**src/rtl/pgx_pkg.sv**
```systemverilog
package pgx_pkg;

    localparam int LOG_W   = 16;
    localparam int OFF_W   = 14;
    localparam int SEL_W   = 2;
    localparam int NUM_PTR = 1 << SEL_W;
    localparam int REG_W   = 16;

    typedef logic [LOG_W-1:0] log_addr_t;
    typedef logic [SEL_W-1:0] ptr_sel_t;

    typedef struct packed {
        ptr_sel_t         sel;
        logic [OFF_W-1:0] off;
    } log_split_t;

    function automatic log_split_t split_addr(input log_addr_t a);
        log_split_t s;
        s.sel = a[LOG_W-1 -: SEL_W];
        s.off = a[OFF_W-1:0];
        return s;
    endfunction

endpackage

```
**src/rtl/pgx_ptr_bank.sv**
```systemverilog
module pgx_ptr_bank
    import pgx_pkg::*;
#(
    parameter int PAGE_W = 4
) (
    input  logic                              clk,
    input  logic                              rst,
    input  logic                              wr_en,
    input  ptr_sel_t                          wr_sel,
    input  logic [PAGE_W-1:0]                 wr_page,
    input  ptr_sel_t                          rd_sel,
    output logic [PAGE_W-1:0]                 rd_page,
    output logic [NUM_PTR-1:0][PAGE_W-1:0]    pages_o
);

    logic [NUM_PTR-1:0][PAGE_W-1:0] ptr_q;

    for (genvar g = 0; g < NUM_PTR; g++) begin : g_ptr
        always_ff @(posedge clk) begin
            if (rst)
                ptr_q[g] <= PAGE_W'(g);
            else if (wr_en && wr_sel == SEL_W'(g))
                ptr_q[g] <= wr_page;
        end


        p_reset_ident_r1: assert property (@(posedge clk) disable iff (rst)
            $past(rst) |-> ptr_q[g] == PAGE_W'(g));

        p_write_lands_r5: assert property (@(posedge clk) disable iff (rst)
            (!$past(rst) && $past(wr_en) && $past(wr_sel) == SEL_W'(g))
            |-> ptr_q[g] == $past(wr_page));

        p_unwritten_hold_r7: assert property (@(posedge clk) disable iff (rst)
            (!$past(rst) && !($past(wr_en) && $past(wr_sel) == SEL_W'(g)))
            |-> $stable(ptr_q[g]));
    end

    assign pages_o = ptr_q;
    assign rd_page = ptr_q[rd_sel];

endmodule

```
**src/rtl/pgx_xlate.sv**
```systemverilog
module pgx_xlate
    import pgx_pkg::*;
#(
    parameter int PAGE_W = 4,
    localparam int PHYS_W = PAGE_W + OFF_W
) (
    input  logic                           clk,
    input  logic                           rst,
    input  logic                           req_valid,
    input  log_addr_t                      req_addr,
    input  logic [NUM_PTR-1:0][PAGE_W-1:0] pages_i,
    output logic                           rsp_valid,
    output logic [PHYS_W-1:0]              rsp_addr
);

    log_split_t        req_f;
    logic [PHYS_W-1:0] phys_d;

    always_comb begin
        req_f  = split_addr(req_addr);
        phys_d = {pages_i[req_f.sel], req_f.off};
    end

    always_ff @(posedge clk) begin
        if (rst) begin
            rsp_valid <= 1'b0;
            rsp_addr  <= '0;
        end else begin
            rsp_valid <= req_valid;
            if (req_valid)
                rsp_addr <= phys_d;
        end
    end


    p_one_cycle_r4: assert property (@(posedge clk) disable iff (rst)
        !$past(rst) |-> rsp_valid == $past(req_valid));

    p_addr_hold_r4: assert property (@(posedge clk) disable iff (rst)
        (!$past(rst) && !$past(req_valid)) |-> $stable(rsp_addr));

    p_offset_pass_r3: assert property (@(posedge clk) disable iff (rst)
        (!$past(rst) && $past(req_valid))
        |-> rsp_addr[OFF_W-1:0] == $past(req_addr[OFF_W-1:0]));

endmodule

```
**src/rtl/pgx_translator.sv**
```systemverilog
module pgx_translator
    import pgx_pkg::*;
#(
    parameter int PAGE_W = 4,
    localparam int PHYS_W = PAGE_W + pgx_pkg::OFF_W
) (
    input  logic              clk,
    input  logic              rst,
    input  logic              wr_en,
    input  logic [1:0]        wr_sel,
    input  logic [15:0]       wr_data,
    input  logic [1:0]        rd_sel,
    output logic [15:0]       rd_data,
    input  logic              req_valid,
    input  logic [15:0]       req_addr,
    output logic              rsp_valid,
    output logic [PHYS_W-1:0] rsp_addr
);

    logic [NUM_PTR-1:0][PAGE_W-1:0] pages;
    logic [PAGE_W-1:0]              rd_page;
    logic [PAGE_W-1:0]              wr_page;

    assign wr_page = wr_data[PAGE_W-1:0];

    if (PAGE_W < REG_W) begin : g_drop_hi
        logic unused_hi;
        assign unused_hi = ^wr_data[REG_W-1:PAGE_W];
    end

    assign rd_data = REG_W'(rd_page);

    pgx_ptr_bank #(.PAGE_W(PAGE_W)) u_bank (
        .clk     (clk),
        .rst     (rst),
        .wr_en   (wr_en),
        .wr_sel  (wr_sel),
        .wr_page (wr_page),
        .rd_sel  (rd_sel),
        .rd_page (rd_page),
        .pages_o (pages)
    );

    pgx_xlate #(.PAGE_W(PAGE_W)) u_xlate (
        .clk       (clk),
        .rst       (rst),
        .req_valid (req_valid),
        .req_addr  (req_addr),
        .pages_i   (pages),
        .rsp_valid (rsp_valid),
        .rsp_addr  (rsp_addr)
    );

endmodule

```
**config.mk**
```make
export PLATFORM = sky130hd
export DESIGN_NAME = pgx_translator
export DESIGN_NICKNAME = d
export VERILOG_FILES = /design/src/rtl/pgx_pkg.sv /design/src/rtl/pgx_ptr_bank.sv /design/src/rtl/pgx_xlate.sv /design/src/rtl/pgx_translator.sv
export SDC_FILE = /design/constraint.sdc
export NUM_CORES = 1
export LEC_CHECK = 0
export CORE_UTILIZATION = 61
export CTS_CLUSTER_SIZE = 40
export DETAILED_ROUTE_END_ITERATION = 10
export DONT_BUFFER_PORTS = 1
export GPL_TIMING_DRIVEN = 0
export PLACE_DENSITY = 0.77
export SETUP_SLACK_MARGIN = 0.1
export SLEW_MARGIN = 20
export SYNTH_ARGS = -nofsm -noshare
export SYNTH_HDL_FRONTEND = slang
export SYNTH_SLANG_ARGS = --single-unit
export TNS_END_PERCENT = 1
```
**constraint.sdc**
```tcl
create_clock -name clk -period 1.7 [get_ports clk]
set_clock_uncertainty 0.1 [all_clocks]
set_input_delay 0.34 -clock clk [delete_from_list [all_inputs] [get_ports clk]]
set_output_delay 0.34 -clock clk [all_outputs]
set_load 0.02 [all_outputs]
```
# After elaboration in Yosys (flattened, before gate mapping)
# Cells that the tools add are included.
[totals]
ramBits = 0
n_memories = 0
ff_bits = 35
romBits = 0
wordCells = 20
latch_bits = 0
[classes]
reduce_logical = 5
n_eq_ne = 3
multipliers = 0
magnitude_cmp = 2
shift = 0
mux = 4
add_sub_neg = 0
bitwise = 0
n_div = 0
[ops]
columns = ["operator", "n"]
rows = [
  ["$bmux W4 S2", 2],
  ["$mux W4", 2],
  ["$lt A2 B3 Y1 const B", 2],
  ["$eq A2 B2 Y1 const B", 2],
  ["$logic_and A1 B1 Y1", 4],
  ["$eq A2 B1 Y1 const B", 1],
  ["$logic_not A2 Y1", 1],
]

# Longest topological paths before layout
[depth]
word_depth = 2
mapped_depth = 4
mapped_depth_nobuf = 3

# Hierarchy
# A second synthesis with hierarchy kept.
[unflattened]
cells_unflattened = 149
hier_area_um2 = 1646.6
[by_module_without_submodules]
columns = ["module", "seq_area_each_um2", "area_per_inst_um2", "n_inst", "cells_per_inst"]
rows = [
  ["pgx_xlate", 380.4, 782.0, 1, 71],
  ["pgx_ptr_bank", 320.3, 770.7, 1, 65],
  ["pgx_translator", 0.0, 93.8, 1, 13],
]

# Least setup slack after synthesis
# OpenSTA, ideal clock, no wires.
[synth_timing]
kind = "input -> output"
startpoint = "in rd_sel[1]"
endpoint = "out rd_data[0]"
stages = 1
path_slack_ns = 0.374
arrival_time_ns = 0.886
required_ns = 1.260
cell_sequence = "mux4_2"
[synth_via]
elab_chain_cells = 2
[synth_lines]
columns = ["element", "line_no", "text"]
rows = [
  ["start: declaration", "pgx_translator.sv:12", "input logic [1:0] rd_sel,"],
  ["$bmux W4 S2", "pgx_ptr_bank.sv:40", "assign rd_page = ptr_q[rd_sel];"],
  ["$mux W4 (not written as such)", "pgx_ptr_bank.sv:40", ""],
  ["end: declaration", "pgx_translator.sv:13", "output logic [15:0] rd_data,"],
]
# No other way between the ends. The select of a mux whose other input is x is not followed.

# Final worst setup path
[layout_timing]
startpoint = "reg u_bank.ptr_q, in the netlist u_bank.pages_o[13]"
endpoint = "out rd_data[1]"
[layout_via]
elab_chain_cells = 2
[layout_lines]
columns = ["element", "line_no", "text"]
rows = [
  ["start: declaration", "pgx_ptr_bank.sv:16", "logic [NUM_PTR-1:0][PAGE_W-1:0] ptr_q;"],
  ["start signal: indexed assignment", "pgx_ptr_bank.sv:21", "ptr_q[g] <= PAGE_W'(g);"],
  ["start signal: indexed assignment", "pgx_ptr_bank.sv:23", "ptr_q[g] <= wr_page;"],
  ["$bmux W4 S2", "pgx_ptr_bank.sv:40", ""],
  ["$mux W4 (not written as such)", "pgx_ptr_bank.sv:40", ""],
]
# No other way between the ends. The select of a mux whose other input is x is not followed.

==> metrics.md <==
| Metric | Value |
|---|---|
| Result of the run | `completed` |
| Cells traversed along the worst timing path | `mux4_2` |
| Floorplan die width | `52.17 µm` |
| Critical path launch point type | `register` |
| Via count | `1,035` |
| # hold bufs at CTS | `0` |
| Number of nets in the finished design | `about 200` |
| Clock sink total | `35` |
| Hold_ws | `~58 ps` |
| Placed instance count | `176` |
| Via-to-Cell Ratio | `~5.6` |
| Reported leakage power | `approximately 0.8 nW` |
| DR iter-0 viols | `24` |
| Type of the setup path with the least slack | `register to output port` |
| Number of DRC violations after detailed routing | `0` |
| Final-layout fill cell count | `189` |
| Clock Pin Slew Worst Setup and Hold Paths | `roughly 100 ps` |
| Post-detailed-placement cell area | `roughly 1600 µm²` |
| Max Transition Viols Final | `0` |
| Fraction of post-synthesis cell area in the top cell type by area | `0.4564` |
| Total wire length after detailed routing | `2924 µm` |
| Seq/Total Area, Yosys | `0.4564` |
| Met3 wire length | `about 270 µm` |
| Detailed-placement wirelength estimate | `~2100 µm` |
| Post-route minimum period | `approximately 1600 ps` |
| Root buffer cell | `clkbuf_4` |
| Die area | `between 2000 and 3000 µm²` |
| Number of diodes | `0` |
| Total number of H-tree levels | `2` |
| Number of max-cap violations | `0` |
| Main combinational cell family by area after synthesis | `multiplexers` |
| Synthesized area per cell | `~11 µm²` |
| Wire length the detailed router placed on met1 | `1140 µm` |
| Worst-path cell with the longest stage delay | `mux4_2` |
| Element type at the critical path end | `output port` |
| Areal power density over the cells | `between 800 and 900 nW/µm²` |
| IO buf count | `0` |
| Share of the synthesized area in compound gates (AO/OA/AOI/OAI) | `0.02282` |
| Final hold violation count | `0` |
| Count of antenna-violating nets left after detailed routing | `0` |
| Worst path top cell family by delay | `multiplexers` |
| Met2 wirelength from detailed routing | `approximately 1500 µm` |
| Final setup violation count | `0` |
| Number of standard-cell rows in the floorplan | `17` |
| CTS tree | `done` |
| Largest net degree at the start of global routing | `11` |
| Post-route fraction of the period consumed by the critical path | `0.9697` |
| Share of final-layout standard cells stronger than drive strength 1 | `0.2115` |
| Routed len/inst | `15.89 µm` |
| Starting density of the core | `0.6683` |
| Synth Register Bits | `35` |
| Overall power of the completed layout | `about 1.5 mW` |
| Timing-limited maximum frequency | `606.6 MHz` |
| Number of CTS-inserted buffers | `5` |
| Class of the tightest hold or removal check | `primary input to register` |
| Peak VDD IR | `0.0007458 V` |
| Global-route wire length before repair | `around 4500 µm` |
| Fin cells | `between 150 and 200` |
| Number of global-route vias before repair | `a little over 1,000` |
| Clock Tree Buf Depth | `2` |
| Post-synth top area cell | `dfxtp_1` |
| Placeable Area | `between 2000 and 2500 µm²` |
| Routability cong. | `between 0.7 and 0.8` |
| Number of buffers and inverters on the critical path | `0` |
| Remaining global-route overflow | `0` |
| Non-Filler Cell Area, Final | `approximately 1700 µm²` |
| Crit path max fanout | `3` |
| Chip Height | `52.17 µm` |
| Top-level I/O count | `75` |
| Fraction of the mapped netlist area in simple logic gates | `0.1125` |
| Number of different library cells in the post-synthesis netlist | `14` |
| Synthesized cell area | `~1500 µm²` |
| Detailed Routing Iterations Pass 1 | `4` |
| Crit path largest cell delay | `between 500 and 600 ps` |
| Adder and majority cell fraction of the synthesized area | `0` |
| Xor-xnor portion of the synthesized cell area | `0` |
| Main area contributors after synthesis | `dfxtp_1 (46%), mux2i_1 (20%), nor2_1 (8.3%), buf_4 (6.8%), mux4_1 (6.8%)` |
| Synthesized instance count | `roughly 140` |
| Number of antenna violations at the first check in global routing | `0` |
| Endpoint required time on the critical path | `around 1300 ps` |
| Critical path arrival | `1210 ps` |
| Synthesis warning total | `0` |
| Layout Area Growth over Synthesis | `9.210%` |
| Worst skew pair latency | `roughly 320 ps` |
| Uppermost signal routing layer after detailed routing | `met4` |
| Unrepaired setup endpoints after global routing | `yes` |
| Global router's overall resource usage | `0.2342` |
| Summed negative setup slack over all endpoints | `0 ps` |
| Mux contribution to synthesized area | `0.3227` |
==> metal layers <==
| metal | track usage | up-vias |
|---|---|---|
| met5 | 0 | - |
| met4 | 0.06579 | 0 |
| met3 | 0.09942 | 4 |
| met2 | 0.4167 | 48 |
| met1 | 0.2509 | 492 |
| li1 | - | 491 |
==> report_power, final <==
group          switching [mW]  total, mW  internal (mW)
Sequential             0.0561      0.917          0.861
Clock                   0.242      0.389          0.147
Combinational          0.0963      0.188         0.0914
==> metrics by stage <==
step / setup slack [ps] / util
global route: 8.318 / 0.7298
floorplan: 373.8 / -
CTS: 50.46 / 0.7288
global placement: 345.5 / 0.7015
detailed placement: 290.2 / 0.7015
finish: 51.49 / 0.7298
==> placed cells by master (no fill, tap or decap) <==
cell type  count
dfxtp_2        7
nor2_1        34
dfxtp_1       28
conb_1        12
mux2i_1       30
a211o_1        4
buf_4         16
mux4_2         4
nor3b_4        1
nor2b_1        1
inv_1          2
nand3b_1       2
clkbuf_1       5
nand3_1        1
mux4_1         4
clkbuf_4       5
==> kinds of logic after synthesis <==
group	after synthesis
other cells	1
flops	35
buf+inv	20
compound gates	4
simple gates	39
mux	38
==> synth_stat cells <==
cell type / instances
a211o_1: 4
buf_4: 14
clkbuf_1: 4
conb_1: 1
dfxtp_1: 35
inv_1: 2
mux2i_1: 30
mux4_1: 4
mux4_2: 4
nand3_1: 1
nand3b_1: 2
nor2_1: 34
nor2b_1: 1
nor3b_4: 1
==> path summary, 6_finish.rpt <==
| check | start | depth (start not counted) | slack [ps] | to |
|---|---|---|---|---|
| setup / recovery | u_bank.pages_o[13] | 1 | 50 | rd_data[1] |
| hold / removal | wr_data[2] | 2 | 60 | u_bank.pages_o[6] |
| setup reg to reg | u_bank.pages_o[5] | 4 | 350 | u_xlate.rsp_addr[15] |
| hold reg to reg | u_bank.pages_o[12] | 1 | 390 | u_bank.pages_o[12] |
==> flip-flops by register name, indices dropped and copies added (netlist names) <==
name               cells
u_bank.pages_o        16
u_xlate.rsp_valid      1
u_xlate.rsp_addr      18
==> area by class of cell <==
cell class	instances	area [µm²]	area share
clock buffer	6	41.29	0.02463
tap	28	35.03	0.02090
multi-input combinational	93	748.2	0.4463
inverter	2	7.507	0.004478
buffer	18	120.1	0.07164
timing repair buffer	2	15.01	0.008955
sequential	35	709.4	0.4231
==> timing repair <==
| item | in CTS | in global routing |
|---|---|---|
| buffers inserted | 2 | 0 |
| endpoints found under the setup margin | 4 | 4 |
| resized for setup | 5 | 2 |
(Power assumes the default switching activity.)
